<file path="src/rtl/flash_adc_backend.sv">
module flash_adc_backend #(
  parameter int SPW = 8
) (
  input  logic              clk,
  input  logic              rst,
  input  logic              lowres,
  input  logic [14:0]       cmp,
  output logic [4*SPW-1:0]  word,
  output logic              word_vld
);
  localparam int CW = $clog2(SPW);
  localparam int WW = 4 * SPW;
  localparam int LATENCY = 2;

  logic [14:0]   t1, t2;
  logic          m1, m2, v1, v2, grp_lr, lr;
  logic [CW-1:0] lane;
  logic [WW-1:0] pack;
  logic [3:0]    g4, code;

  always_ff @(posedge clk) begin
    if (rst) begin
      t1 <= '0; t2 <= '0;
      m1 <= 1'b0; m2 <= 1'b0;
      v1 <= 1'b0; v2 <= 1'b0;
    end else begin
      t1 <= cmp;  t2 <= t1;
      m1 <= lowres; m2 <= m1;
      v1 <= 1'b1; v2 <= v1;
    end
  end

  assign g4[3] = t2[7];
  assign g4[2] = t2[3] & ~t2[11];
  assign g4[1] = (t2[1] & ~t2[5]) | (t2[9] & ~t2[13]);
  assign g4[0] = (t2[0] & ~t2[2]) | (t2[4] & ~t2[6]) | (t2[8] & ~t2[10]) | (t2[12] & ~t2[14]);

  assign lr   = (lane == '0) ? m2 : grp_lr;
  assign code = lr ? {g4[3:1], 1'b0} : g4;

  always_ff @(posedge clk) begin
    if (rst) begin
      lane     <= '0;
      pack     <= '0;
      word     <= '0;
      word_vld <= 1'b0;
      grp_lr   <= 1'b0;
    end else begin
      word_vld <= 1'b0;
      if (v2) begin
        pack[{lane, 2'b00} +: 4] <= code;
        if (lane == '0) grp_lr <= m2;
        if (lane == CW'(SPW - 1)) begin
          lane     <= '0;
          word     <= {code, pack[WW-5:0]};
          word_vld <= 1'b1;
        end else begin
          lane <= lane + CW'(1);
        end
      end
    end
  end

  logic armed = 1'b0;
  always_ff @(posedge clk) if (rst) armed <= 1'b1;

  a_r6_single_pulse: assert property (@(posedge clk) disable iff (rst || !armed)
    word_vld |=> !word_vld);
  a_r6_word_hold: assert property (@(posedge clk) disable iff (rst || !armed)
    !word_vld |-> $stable(word));
  a_r5_lane_wrap: assert property (@(posedge clk) disable iff (rst || !armed)
    word_vld |-> lane == '0);
  a_r7_quiet_after_reset: assert property (@(posedge clk) disable iff (rst || !armed)
    $past(rst) |-> !word_vld);
  a_r8_mode_held: assert property (@(posedge clk) disable iff (rst || !armed)
    (v2 && lane != '0) |=> $stable(grp_lr));
  a_r1_strobe_needs_data: assert property (@(posedge clk) disable iff (rst || !armed)
    word_vld |-> $past(v2, LATENCY - 1));
endmodule

</file>
<file path="config.mk">
export PLATFORM = sky130hd
export DESIGN_NAME = flash_adc_backend
export DESIGN_NICKNAME = d
export VERILOG_FILES = /design/src/rtl/flash_adc_backend.sv
export SDC_FILE = /design/constraint.sdc
export NUM_CORES = 1
export LEC_CHECK = 0
export ABC_CLOCK_PERIOD_IN_PS = 5600
export BUFFER_PORTS_ARGS = -buffer_cell sky130_fd_sc_hd__buf_4
export CAP_MARGIN = 20
export CORE_MARGIN = 1.5
export CORE_UTILIZATION = 30
export CTS_CLUSTER_DIAMETER = 80
export CTS_CLUSTER_SIZE = 12
export DETAILED_ROUTE_END_ITERATION = 8
export PLACE_DENSITY = 0.44
export SYNTH_ARGS = -nofsm -noshare
export SYNTH_HDL_FRONTEND = slang
export SYNTH_SLANG_ARGS = --single-unit
</file>
<file path="constraint.sdc">
create_clock -name clk -period 5.6 [get_ports clk]
set_clock_uncertainty 0.2 [all_clocks]
set_input_delay 1.12 -clock clk [delete_from_list [all_inputs] [get_ports clk]]
set_output_delay 1.12 -clock clk [all_outputs]
set_load 0.01 [all_outputs]
</file>
# Yosys cells after proc, flatten, opt, wreduce, memory -nomap -nowiden
# Index checks and enable logic that the tools add are counted.
[totals]
ff_bits = 103
out_inout_bits = 33
wordCells = 44
[op_classes]
add_sub_neg = 2
n_eq_ne = 1
shifts = 2
muxes = 6
bitwise = 19
reduce_logical = 3
[ops]
columns = ["cell", "count"]
rows = [
  ["$bwmux 32", 1],
  ["$shift 4x7->32 const A", 1],
  ["$shiftx 4x7->32", 1],
  ["$not 1->1", 8],
  ["$and 1x1->1", 7],
  ["$neg 5->7", 1],
  ["$mux 1", 4],
  ["$or 1x1->1", 4],
  ["$add 3x1->3 const B", 1],
  ["$eq 3x3->1 const B", 1],
  ["$logic_not 3->1", 1],
  ["$mux 3", 1],
  ["$reduce_and 2->1", 1],
  ["$reduce_or 2->1", 1],
]

# Depth between registers and ports, before layout
[depth]
depth_word = 8
depth_mapped = 9
ltp_nobuf = 7

# Worst setup path after synthesis
# Ideal clock, no wire load.
[synth_path]
path_kind = "reg-to-reg"
startpoint = "reg lane[0]"
endpoint = "reg pack[17]"
arrival_time_ps = 2065
t_required_ps = 5274
slack_ps = 3209
stages_incl_launch_ff = 9
path_buffers = 1
period_less_slack_ps = 2391
cell_sequence = "dfxtp_1 buf_6 inv_1 ha_1 ha_1 nand4bb_1 a211oi_1 mux2i_1 nor2_1"
[synth_between]
elab_chain_len = 5
word_cells_on_any_way = 7
cone_classes = "1 x add/sub; 2 x shift; 3 x mux; 1 x reduce/logical"
[synth_lines]
columns = ["item", "line", "rtl"]
rows = [
  ["start: declaration", "17", "logic [CW-1:0] lane;"],
  ["start signal: assignment", "58", "lane <= lane + CW'(1);"],
  ["branches (longest 4 deep; another with $neg 5->7)", "n/a", ""],
  ["$bwmux 32 (*)", "51", "pack[{lane, 2'b00} +: 4] <= code;"],
  ["end signal: indexed assignment", "51", ""],
  ["end: declaration", "18", "logic [WW-1:0] pack;"],
]
# Every way passes the cells marked *.
# A chain may end at the register's enable or synchronous reset.

==> flow_summary.toml <==
[clock_tree]
root_buffer = "clkbuf_8"
clock_sinks = 99
post_cts_resized = 0
htree_levels = 3
holdBufCountCts = 0
cts_buffers = 9
clk_pin_slew_worst_paths_ns = 0.09
cts_setup_buffers = 0
clk_latency_ns = 0.36
clockBufferDepth = 2
cts_tree = "built"

[drt]
drc = 0
vias = 2194
detail-route-antenna-nets = 0
drtPass1Iterations = 4
post_drt_via_cell_ratio = 4.450
drt_iter0_markers = 81
wirelength_microns = 6428
avgRoutedWirePerCell_microns = 13.04

[sta]
max-slew-margin-rel_pct = 35.82
rsz0062_at_grt = "false"
hold_viol = 0
final.min_clock_period_ns = 2.935
tightestPinTransition_ns = 0.9627
fin_tns_setup_ns = 0
setup_ws_ns = 2.665
fmax_mhz = 340.7
setup_viol = 0
min_period_over_period_pct = 52.41
slew_violations = 0

[yosys]
synth_nets = 328
synth_edf_count = 0
async_flop_share_pct = 0
syn_area_sq_um = 3346
ys_ff_latch = 99
yosysSeqAreaShare_pct = 59.24
synth_cell_types = 35
syn-instance-count = 303
avgSynthCellArea_sq_um = 11.04
ys_warn_count = 0
synth_ff_type = "dfxtp_1"

[worst_setup_path]
worstPathRequired_ns = 5.65
crit_path_end_kind = "register"
timing_worst_setup_path_type = "input pin to register"
crit_path_start_kind = "input pin"
cp.arrival_ns = 2.98
cp_max_fo = 59

[grt]
grt_pass1_wl_microns = 10470
grt_pass1_vias = 2051
grt_antenna_before_repair = 0
overflow = 0
grt_usage_pct = 11.82
grt_max_degree = 60

[die]
pin_count = 51
fp.dieH_microns = 108.6
initial_utilization_pct = 30.86
coreArea_sq_um = 10840
die-width_microns = 108.6
row_count = 38
die_area_sq_um = 11800

[final_layout]
final_cell_area_sq_um = 4019
utilization_pct = 37.07
layout_commonest_cell = "dfxtp_1"
drive_gt1_share_pct = 20.68
final_net_count = 374
fillers = 1110
areaGrowthSynthToFinish_pct = 20.12
mostFrequentLayoutCells = "dfxtp_1 (99), buf_4 (51), a22o_1 (35), nor2b_1 (35), nand2_1 (19)"
antenna_cells = 0
fin_cells = 493

[pwr]
ir_drop_uv = 134.8
power_density_nw_per_um2 = 305.5
leakagePower_nw = 1.631

[placement]
io_buffers = 50
dp_hpwl_microns = 4227
placedCellCount = 478
place_congestion = 0.7258
placed_area_sq_um = 3830
dp_slack_ns = 2.230

[flow_run]
cap_viol_max_count = 0

[hold_path]
hold_class = "register to register"

[status]
status = "completed"
[per-stage QoR]
step	power, mW	hold WS [ns]
final	1.228	0.2406
after global routing	1.286	0.2559
after CTS	1.250	0.2420
after detailed placement	0.7993	0.2204
after global placement	0.7991	0.2199
after floorplan	0.7801	0.2138
[cells in the mapped netlist (7+ instances only)]
| library cell | n | area share, % |
|---|---|---|
| dfxtp_1 | 99 | 59 |
| a22o_1 | 35 | 9.2 |
| nor2b_1 | 35 | 6.5 |
| nand2_1 | 19 | 2.1 |
| mux2i_1 | 14 | 4.2 |
| nor2_1 | 13 | 1.5 |
| clkbuf_1 | 12 | 1.3 |
| nand3_1 | 11 | 1.6 |
| a21oi_1 | 10 | 1.5 |
| ha_1 | 7 | 2.6 |
[metal layers]
layer,wire length [microns],track usage (%),part of all wire [%]
met2,3029,18.82,47
met3,246,3.978,3.8
met5,0,0,0
met1,3066,14.74,48
met4,85,4.511,1.3
[worst max-delay path: stages]
cell	delay, ns
buf_4	0.48
clkinv_1	0.43
and3_1	0.47
buf_16	0.24
a32o_1	0.22
[kinds of logic after synthesis]
group / Yosys count / synth area share (%)
multiplexers: 14 / 4.188
adder cells (fa/ha/maj): 7 / 2.618
buffers and inverters: 23 / 3.814
XOR/XNOR: 1 / 0.2618
flip-flops: 99 / 59.24
AND/OR/NAND/NOR: 103 / 16.79
AO/OA/AOI/OAI: 56 / 13.09
[registers in the layout, summed over array words and instances (netlist names), 3 cells and up]
signal / count
word: 32
t2: 15
t1: 15
lane: 3
pack: 28
[worst paths after layout]
kind | start | end | slack [ns] | depth (start not counted)
min reg2reg | t1[6] | t2[6] | 0.24 | 1
max | rst | word[28] | 2.67 | 5
min | t1[6] | t2[6] | 0.24 | 1
max reg2reg | lane[0] | pack[19] | 2.73 | 7
[where the power goes]
part | switching (mW) | leakage [nW] | total, mW | internal, mW
sequential | 0.00731 | 0.805 | 0.724 | 0.717
clock | 0.241 | 0.0959 | 0.447 | 0.206
combinational | 0.0323 | 0.730 | 0.0571 | 0.0248
total | 0.281 | 1.63 | 1.23 | 0.947
[area by class of cell]
class / instances / area [sq um] / share of cell area (%)
flip-flops and latches: 99 / 1982 / 49.32
clock inverters: 6 / 65.06 / 1.619
repair buffers: 52 / 410.4 / 10.21
multi-input cells: 181 / 1240 / 30.85
inverters: 6 / 22.52 / 0.5604
clock buffers: 9 / 123.9 / 3.082
well taps: 140 / 175.2 / 4.359
No activity file was read; power rests on OpenSTA's default activity.
